`src/rtl/ind_bridge_pkg.sv`:
```
package ind_bridge_pkg;
  localparam int IDX_W      = 10;
  localparam int WE_BIT     = 15;
  localparam int OVR_BIT    = 1;
  localparam int RDY_BIT    = 0;

  localparam logic [1:0] WIN_CMD  = 2'd0;
  localparam logic [1:0] WIN_DATA = 2'd1;
  localparam logic [1:0] WIN_STAT = 2'd2;

  typedef struct packed {
    logic             we;
    logic [IDX_W-1:0] num;
  } ind_cmd_t;

  typedef enum logic {
    CLS_CORE = 1'b0,
    CLS_MGMT = 1'b1
  } ind_cls_t;
endpackage

```
`src/rtl/ind_host_window.sv`:
```
module ind_host_window
  import ind_bridge_pkg::*;
#(
  parameter int DATA_W = 32
) (
  input  logic              clk,
  input  logic              rst_n,
  input  logic              host_sel,
  input  logic              host_wr,
  input  logic [1:0]        host_addr,
  input  logic [DATA_W-1:0] host_wdata,
  output logic [DATA_W-1:0] host_rdata,
  input  logic              ready,
  input  logic              done,
  input  logic [DATA_W-1:0] rd_result,
  output logic              start,
  output logic [IDX_W-1:0]  start_num,
  output ind_cmd_t          cmd_q,
  output logic [DATA_W-1:0] data_q,
  output logic              ovr_q
);
  logic              wr_cmd, wr_data, wr_stat, reject;
  ind_cmd_t          cmd_d;
  logic              cmd_en;
  logic [DATA_W-1:0] data_d;
  logic              data_en;
  logic              ovr_d;

  always_comb begin
    wr_cmd    = host_sel && host_wr && (host_addr == WIN_CMD);
    wr_data   = host_sel && host_wr && (host_addr == WIN_DATA);
    wr_stat   = host_sel && host_wr && (host_addr == WIN_STAT);
    start     = wr_cmd && ready;
    reject    = (wr_cmd || wr_data) && !ready;
    start_num = host_wdata[IDX_W-1:0];
  end

  always_comb begin
    cmd_en    = start;
    cmd_d.we  = host_wdata[WE_BIT];
    cmd_d.num = host_wdata[IDX_W-1:0];
  end

  always_comb begin
    data_en = 1'b0;
    data_d  = data_q;
    if (wr_data && ready) begin
      data_en = 1'b1;
      data_d  = host_wdata;
    end else if (done && !cmd_q.we) begin
      data_en = 1'b1;
      data_d  = rd_result;
    end
  end

  always_comb begin
    ovr_d = ovr_q;
    if (wr_stat && host_wdata[OVR_BIT]) ovr_d = 1'b0;
    if (reject)                          ovr_d = 1'b1;
  end

  always_ff @(posedge clk or negedge rst_n) begin
    if (!rst_n)      cmd_q <= '0;
    else if (cmd_en) cmd_q <= cmd_d;
  end

  always_ff @(posedge clk or negedge rst_n) begin
    if (!rst_n)       data_q <= '0;
    else if (data_en) data_q <= data_d;
  end

  always_ff @(posedge clk or negedge rst_n) begin
    if (!rst_n) ovr_q <= 1'b0;
    else        ovr_q <= ovr_d;
  end

  always_comb begin
    host_rdata = '0;
    case (host_addr)
      WIN_CMD: begin
        host_rdata[IDX_W-1:0] = cmd_q.num;
        host_rdata[WE_BIT]    = cmd_q.we;
      end
      WIN_DATA: host_rdata = data_q;
      WIN_STAT: begin
        host_rdata[RDY_BIT] = ready;
        host_rdata[OVR_BIT] = ovr_q;
      end
      default: host_rdata = '0;
    endcase
  end
endmodule

```
`src/rtl/ind_access_seq.sv`:
```
module ind_access_seq
  import ind_bridge_pkg::*;
#(
  parameter int MGMT_BASE = 768,
  parameter int MGMT_LAT  = 64
) (
  input  logic             clk,
  input  logic             rst_n,
  input  logic             start,
  input  logic [IDX_W-1:0] start_num,
  output logic             ready,
  output logic             done
);
  localparam int CORE_LAT = 2;
  localparam int MAX_LAT  = (MGMT_LAT > CORE_LAT) ? MGMT_LAT : CORE_LAT;
  localparam int CNT_W    = $clog2(MAX_LAT + 1);

  ind_cls_t         cls;
  logic             busy_q, busy_d;
  logic [CNT_W-1:0] cnt_q, cnt_d, load_val;
  logic             cnt_en;

  always_comb begin
    cls      = (int'(start_num) >= MGMT_BASE) ? CLS_MGMT : CLS_CORE;
    load_val = (cls == CLS_MGMT) ? CNT_W'(MGMT_LAT - 1) : CNT_W'(CORE_LAT - 1);
    ready    = !busy_q;
    done     = busy_q && (cnt_q == '0);
  end

  always_comb begin
    busy_d = busy_q;
    cnt_d  = cnt_q;
    cnt_en = 1'b0;
    if (start) begin
      busy_d = 1'b1;
      cnt_d  = load_val;
      cnt_en = 1'b1;
    end else if (done) begin
      busy_d = 1'b0;
    end else if (busy_q) begin
      cnt_d  = cnt_q - 1'b1;
      cnt_en = 1'b1;
    end
  end

  always_ff @(posedge clk or negedge rst_n) begin
    if (!rst_n) busy_q <= 1'b0;
    else        busy_q <= busy_d;
  end

  always_ff @(posedge clk or negedge rst_n) begin
    if (!rst_n)      cnt_q <= '0;
    else if (cnt_en) cnt_q <= cnt_d;
  end
endmodule

```
`src/rtl/ind_reg_bank.sv`:
```
module ind_reg_bank
  import ind_bridge_pkg::*;
#(
  parameter int DATA_W    = 32,
  parameter int CORE_REGS = 32,
  parameter int MGMT_REGS = 32,
  parameter int MGMT_BASE = 768
) (
  input  logic              clk,
  input  logic              rst_n,
  input  logic              wr_en,
  input  logic [IDX_W-1:0]  idx,
  input  logic [DATA_W-1:0] wdata,
  output logic [DATA_W-1:0] rdata
);
  logic [CORE_REGS-1:0] core_hit;
  logic [MGMT_REGS-1:0] mgmt_hit;
  logic [DATA_W-1:0]    core_q [CORE_REGS];
  logic [DATA_W-1:0]    mgmt_q [MGMT_REGS];

  for (genvar i = 0; i < CORE_REGS; i++) begin : g_core
    localparam logic [IDX_W-1:0] SLOT = IDX_W'(i);
    assign core_hit[i] = (idx == SLOT);
    always_ff @(posedge clk or negedge rst_n) begin
      if (!rst_n)                    core_q[i] <= '0;
      else if (wr_en && core_hit[i]) core_q[i] <= wdata;
    end
  end

  for (genvar j = 0; j < MGMT_REGS; j++) begin : g_mgmt
    localparam logic [IDX_W-1:0] SLOT = IDX_W'(MGMT_BASE + j);
    assign mgmt_hit[j] = (idx == SLOT);
    always_ff @(posedge clk or negedge rst_n) begin
      if (!rst_n)                    mgmt_q[j] <= '0;
      else if (wr_en && mgmt_hit[j]) mgmt_q[j] <= wdata;
    end
  end

  always_comb begin
    rdata = '0;
    for (int k = 0; k < CORE_REGS; k++)
      if (core_hit[k]) rdata = rdata | core_q[k];
    for (int k = 0; k < MGMT_REGS; k++)
      if (mgmt_hit[k]) rdata = rdata | mgmt_q[k];
  end
endmodule

```
`src/rtl/ind_reg_bridge.sv`:
```
module ind_reg_bridge
  import ind_bridge_pkg::*;
#(
  parameter int DATA_W    = 32,
  parameter int CORE_REGS = 32,
  parameter int MGMT_REGS = 32,
  parameter int MGMT_BASE = 768,
  parameter int MGMT_LAT  = 64
) (
  input  logic              clk,
  input  logic              rst_n,
  input  logic              host_sel,
  input  logic              host_wr,
  input  logic [1:0]        host_addr,
  input  logic [DATA_W-1:0] host_wdata,
  output logic [DATA_W-1:0] host_rdata
);
  logic              ready_w, done_w, start_w, ovr_w;
  logic [IDX_W-1:0]  start_num_w;
  ind_cmd_t          cmd_w;
  logic [DATA_W-1:0] data_w, bank_rd_w;

  ind_host_window #(.DATA_W(DATA_W)) u_win (
    .clk        (clk),
    .rst_n      (rst_n),
    .host_sel   (host_sel),
    .host_wr    (host_wr),
    .host_addr  (host_addr),
    .host_wdata (host_wdata),
    .host_rdata (host_rdata),
    .ready      (ready_w),
    .done       (done_w),
    .rd_result  (bank_rd_w),
    .start      (start_w),
    .start_num  (start_num_w),
    .cmd_q      (cmd_w),
    .data_q     (data_w),
    .ovr_q      (ovr_w)
  );

  ind_access_seq #(.MGMT_BASE(MGMT_BASE), .MGMT_LAT(MGMT_LAT)) u_seq (
    .clk       (clk),
    .rst_n     (rst_n),
    .start     (start_w),
    .start_num (start_num_w),
    .ready     (ready_w),
    .done      (done_w)
  );

  ind_reg_bank #(
    .DATA_W(DATA_W), .CORE_REGS(CORE_REGS),
    .MGMT_REGS(MGMT_REGS), .MGMT_BASE(MGMT_BASE)
  ) u_bank (
    .clk   (clk),
    .rst_n (rst_n),
    .wr_en (done_w && cmd_w.we),
    .idx   (cmd_w.num),
    .wdata (data_w),
    .rdata (bank_rd_w)
  );
endmodule

```
`config.mk`:
```
export PLATFORM = sky130hd
export DESIGN_NAME = ind_reg_bridge
export DESIGN_NICKNAME = d
export VERILOG_FILES = /design/src/rtl/ind_bridge_pkg.sv /design/src/rtl/ind_host_window.sv /design/src/rtl/ind_access_seq.sv /design/src/rtl/ind_reg_bank.sv /design/src/rtl/ind_reg_bridge.sv
export SDC_FILE = /design/constraint.sdc
export NUM_CORES = 2
export LEC_CHECK = 0
export ABC_AREA = 0
export BUFFER_PORTS_ARGS = -buffer_cell sky130_fd_sc_hd__buf_4
export CAP_MARGIN = 40
export CORE_MARGIN = 2
export CORE_UTILIZATION = 47
export CTS_CLUSTER_SIZE = 10
export DETAILED_ROUTE_END_ITERATION = 8
export GPL_ROUTABILITY_DRIVEN = 0
export MAX_ROUTING_LAYER = met4
export PLACE_DENSITY_LB_ADDON = 0.2
export SKIP_LAST_GASP = 1
export SLEW_MARGIN = 15
export SYNTH_ARGS = -nofsm -noshare
export SYNTH_HDL_FRONTEND = slang
export SYNTH_SLANG_ARGS = --single-unit
```
`constraint.sdc`:
```
create_clock -name clk -period 4 [get_ports clk]
set_clock_uncertainty 0.05 [all_clocks]
set_input_delay 0.6 -clock clk [delete_from_list [all_inputs] [get_ports clk]]
set_output_delay 0.6 -clock clk [all_outputs]
set_load 0.03 [all_outputs]
```
-- Yosys cells after proc, flatten, opt, wreduce, memory -nomap -nowiden
Index checks and enable logic that the tools add are counted.
- bits in registers: 2100
- input bits: 38
- output and inout port bits: 32
- word-level logic and storage cells: 373
- $add $sub $neg: 1
- order comparisons: 1
- equality and inequality tests: 66
- multiplexer cells: 85
- bitwise operators: 63
- reduce and logical (&&, ||, !) cells: 87
- operators with widths (cell ; count):
    $mux W32 ; 66
    $or A32 B32 Y32 ; 63
    $eq A10 B10 Y1 const B ; 32
    $eq A10 B5 Y1 const B ; 16
    $eq A10 B4 Y1 const B ; 8
    $logic_and A1 B1 Y1 ; 75
    $eq A10 B3 Y1 const B ; 4
    $mux W7 ; 3
    $eq A10 B2 Y1 const B ; 2
    $mux W16 ; 1
    $pmux W8 S2 ; 1
    $eq A10 B1 Y1 const B ; 1
    $ge A10 B10 Y1 const B ; 1
    $logic_not A10 Y1 ; 1
    $mux W1 ; 10
    $reduce_bool A2 Y1 ; 4
    $logic_not A7 Y1 ; 1
    $sub A7 B1 Y7 const B ; 1
    $mux W6 ; 1
    $pmux W2 S3 ; 1
    $mux W5 ; 1
    $reduce_and A3 Y1 ; 1
    $eq A2 B1 Y1 const B ; 1
    $eq A2 B2 Y1 const B ; 1
    other kinds (6) ; 7

-- Longest topological paths before layout
- word-level depth: 130
- depth in mapped cells: 13
- depth with buffers taken out: 9

-- By module
From an unflattened synthesis, not the netlist that was laid out.
- cells, all modules: 6704
- area, all modules: 91984.5 µm²
- by module, submodules not included (module ; instances ; cells each ; area an instance (µm²) ; seq. area each (µm²)):
    ind_reg_bank ; 1 ; 6451 ; 88881.5 ; 51249.2
    ind_host_window ; 1 ; 198 ; 2608.8 ; 1101.1
    ind_access_seq ; 1 ; 54 ; 488.0 ; 200.2
    ind_reg_bridge ; 1 ; 1 ; 6.3 ; 0.0

-- Worst setup path after synthesis
No wires, ideal clock.
- path type: reg2out
- start: reg u_win.cmd_q[0] (netlist name)
- end: out host_rdata[0]
- arrival: 2.624 ns
- path slack: 0.726 ns
- cell stages (with the launch flop): 8
- buffers on the path: 5
- cell sequence: dfrtp_1 > clkbuf_1 > clkbuf_1 > buf_1 > clkbuf_1 > buf_1 > o21ai_0 > o21ai_0
- word-level cells in the longest chain between the ends: 1
- ends and longest elaborated chain (what ; RTL line ; source):
    start: declaration ; ind_host_window.sv:18 ; output ind_cmd_t cmd_q,
    start signal: assignment ; ind_host_window.sv:64 ; else if (cmd_en) cmd_q <= cmd_d;
    $pmux W2 S3 ; ind_host_window.sv:79 ; case (host_addr)
    end: declaration ; ind_reg_bridge.sv:16 ; output logic [DATA_W-1:0] host_rdata
No other way between the ends.

-- Worst setup path after layout
- start: reg u_win.cmd_q[0] (netlist name)
- end: reg u_win.data_q[15]
- word-level cells in the longest chain between the ends: 130
- elaborated cells on any way between the ends: 193
- those cells by class: 63 x eq/ne; 66 x mux; 63 x bitwise; 1 x reduce/logical
- ends and longest elaborated chain (what ; RTL line ; source):
    $logic_not A10 Y1 ; ind_reg_bank.sv:23 ; assign core_hit[i] = (idx == SLOT);
    $mux W32 ; ind_reg_bank.sv:42 ; if (core_hit[k]) rdata = rdata | core_q[k];
    $or A32 B32 Y32 ; ind_reg_bank.sv:42 ;
    $mux W32 ; ind_reg_bank.sv:42 ;
    $or A32 B32 Y32 ; ind_reg_bank.sv:42 ;
    $mux W32 ; ind_reg_bank.sv:42 ;
    $or A32 B32 Y32 ; ind_reg_bank.sv:42 ;
    $mux W32 ; ind_reg_bank.sv:42 ;
    [... 114 more ...] ; - ;
    $or A32 B32 Y32 ; ind_reg_bank.sv:44 ; if (mgmt_hit[k]) rdata = rdata | mgmt_q[k];
    $mux W32 ; ind_reg_bank.sv:44 ;
    $or A32 B32 Y32 ; ind_reg_bank.sv:44 ;
    $mux W32 ; ind_reg_bank.sv:44 ;
    $or A32 B32 Y32 ; ind_reg_bank.sv:44 ;
    $mux W32 * ; ind_reg_bank.sv:44 ;
    $mux W32 * ; ind_host_window.sv:50 ; end else if (done && !cmd_q.we) begin
    $mux W32 * ; ind_host_window.sv:47 ; if (wr_data && ready) begin
    end signal: assignment ; ind_host_window.sv:69 ; else if (data_en) data_q <= data_d;
    end: declaration ; ind_host_window.sv:19 ; output logic [DATA_W-1:0] data_q,
Every way passes the cells marked *; elsewhere a longest branch is shown, timed or not. The select of a mux whose other input is x is not followed.
A chain may end at the register's enable or synchronous reset.

==> impl_metrics.toml <==
[drt]
routed_wl_mm = 408
viasPerCell = 7.12
wl_per_cell_um = 41.7
firstDrtPassIters = 8
route.detailed.drc = 0
num_vias = 69600
dr.first_iter.drc_count = 11900
postRouteAntennaNets = 0

[worst_setup_path]
cp.required_ps = 4710
crit_arrival_ps = 4620
reg2reg_from = "u_win.cmd_q[0]"
worstRegToRegCells = 11
crit_path_start_kind = "flop"
r2r_end = "u_win.data_q[15]"
crit_path_max_fanout = 32
path_class = "reg -> reg"
endpoint_kind = "flop"
r2r_slack_ps = 90

[global_routing]
grt.overflow.total = 0
antenna_found_initial = 49
grt_pass1_vias = 67100
track_usage_pct = 41.8
grt_max_degree = 140
grt_pass1_wl_mm = 557

[clock_network]
cts_tree = "built"
h-tree-depth = 4
clock_sinks = 2100
ctsRootBufferMaster = "clkbuf_16"
clk_path_buf_depth = 3
numCtsBuffers = 231
cts_resized = 0
cts_setup_buffers = 0
clkSlewWorstSetupHoldPaths_ps = 60
clock_latency_ps = 930

[layout]
postLayoutCoreUtil_pct = 55.2
area_growth_pct = 16.7
fin_nets = 7076
fill_cells = 15800
mostFrequentLayoutCells = "2065 x dfrtp_1, 1942 x mux2_2, 616 x a22oi_1, 469 x buf_4, 231 x clkbuf_16"
layout_commonest_cell = "dfrtp_1"
layout-drive-gt1-share_pct = 43.0

[sta]
tns_ps = 0
rsz0062_at_grt = "false"
worst_slew_pin_slew_ps = 1030
hold_violations = 0
slew_headroom_pct = 30.5
drv_slew = 0
finalSetupViolCount = 0
finalCritPeriodShare_pct = 97.8
fin_crit_ps = 3910
fmax_mhz = 256

[synth]
synth_seq_area_share_pct = 57.0
synthTopCellsByArea = "dfrtp_1 57%, mux2_2 24%, a22oi_1 5.0%"
synth_cell_types = 72
yosysWarnings = 0
synthMuxAreaShare_pct = 25.8
netlist_instances = 6815
synth_flop_cell = "dfrtp_1"
synth_top_family_by_area = "multiplexers"
synthXorXnorAreaFrac_pct = 0.0380
syn_nets = 6854
syn_area_um2 = 92100
synth-simple-area-share_pct = 3.73
synthAdderAreaFrac_pct = 0.0136
ys_async_sr_fraction_pct = 100
synth_compound_area_share_pct = 10.3
synth_area_per_cell_um2 = 13.5
yosysTopAreaCellShare_pct = 57.0
netlist.top_cell.by_area = "dfrtp_1"
synth_edf_count = 0
ys_ff_latch = 2100

[worst_hold_path]
hold_end = "u_win.data_q[11]"
min_from = "host_wdata[11]"
min_path_cells = 3
hold_class = "in -> reg"

[floorplan]
die_width_um = 447
dieArea_um2 = 200000
die_h_um = 447
start_util_pct = 47.3
row_count = 162
io_pins = 70
coreArea_um2 = 195000

[power_and_ir_drop]
p_sw_uw = 18000
power.leakage_uw = 0.0505
combPwrFrac_pct = 20.3
pwr-share-clk_pct = 36.7
seqPwrFrac_pct = 43.0
ir_worst_vdd_mv = 0.525
power_density_nw_per_um2 = 486
internal-power_uw = 34200
sw_frac_of_total_pct = 34.5

[outcome]
status = "complete, no violations"

[placement]
io_buffers = 69
dp_hpwl_mm = 257

[job]
drv_cap = 0
[registers in the layout (all words and copies together) (netlist names)]
register       cells
u_seq.busy_q       1
u_win.cmd_q       11
u_bank.core_q   1024
u_win.ovr_q        1
u_seq.cnt_q        7
u_win.data_q      32
u_bank.mgmt_q   1024
[per-layer routing]
layer / track usage, % / routed length, um / vias up
met5: - / 0 / -
met4: 26.1 / 29700 / 0
met3: 13.0 / 51900 / 1387
li1: - / - / 26000
met1: 53.2 / 153000 / 36900
met2: 57.8 / 174000 / 5358
[cells by family after synthesis]
group | Yosys count
flops | 2100
mux | 2110
compound gates | 1263
xor+xnor | 4
simple gates | 637
buf+inv | 700
fa+ha+maj | 1
[cell usage after synthesis, drive strengths merged, types with 14 or more instances]
library cell,n
a31oi,72
clkbuf,444
o21ai,72
or4,18
nand2,152
or3,28
buf,252
a221o,19
o22ai,34
a221oi,98
and2,31
nand4,57
nor3,145
nor2b,14
a22oi,616
nand3,37
mux2i,29
nor4,40
a222oi,50
a32oi,14
nor2,58
mux2,2080
a21oi,98
dfrtp,2100
a22o,114
[through the flow]
step	std cells	total power (uW)	setup slack (ps)	hold slack [ps]	instance area [um^2]
5_1_grt	9756	53100	150	51.6	107000
2_1_floorplan	6815	26400	726	254	92100
3_5_place_dp	9400	32800	287	423	101000
4_1_cts	9724	51700	273	25.0	107000
6_report	9774	52200	86.6	44.7	108000
3_3_place_gp	9389	32500	171	413	101000
[critical path, stage by stage (launching register included)]
cell and delay, ps:
dfrtp_4 800, buf_4 360, nand4b_1 510, buf_4 290, nor3_2 60, buf_4 270
a22oi_1 170, nand2_1 80, nor4_1 570, buf_4 270, and3_1 200, a21oi_1 80
[power groups by stage]
stage | Sequential (uW) | Combinational [uW] | Clock (uW)
after floorplan | 22000 | 4330 | 0
after global placement | 23000 | 9530 | 0
after detailed placement | 22800 | 9950 | 0
after CTS | 22500 | 9990 | 19200
after global routing | 22500 | 10600 | 20100
final | 22500 | 10600 | 19200
[final cells by class]
| cell class | count | area (um^2) | area share (%) |
|---|---|---|---|
| multi-input cells | 4015 | 37500 | 34.9 |
| repair buffers | 685 | 7570 | 7.04 |
| clock buffers | 280 | 6010 | 5.59 |
| inverters | 4 | 15.0 | 0.0140 |
| flip-flops and latches | 2100 | 52600 | 48.9 |
| diodes | 49 | 123 | 0.114 |
| well taps | 2624 | 3280 | 3.05 |
| clock inverters | 17 | 407 | 0.378 |
[how the worst max path moves through the flow]
stage                              start          endpoint
after floorplan           u_win.cmd_q[0]     host_rdata[0]
after global placement    u_seq.cnt_q[1]  u_win.data_q[31]
after detailed placement  u_seq.cnt_q[1]  u_win.data_q[31]
after CTS                 u_seq.cnt_q[1]  u_win.data_q[31]
after global routing      u_win.cmd_q[0]  u_win.data_q[15]
final                     u_win.cmd_q[0]  u_win.data_q[15]
[repair_timing]
item                                    in CTS  in global routing
endpoints found under the hold margin       71                  0
endpoints found under the setup margin       0                  0
hold buffers                                27                  0
No activity file was read; power rests on OpenSTA's default activity.
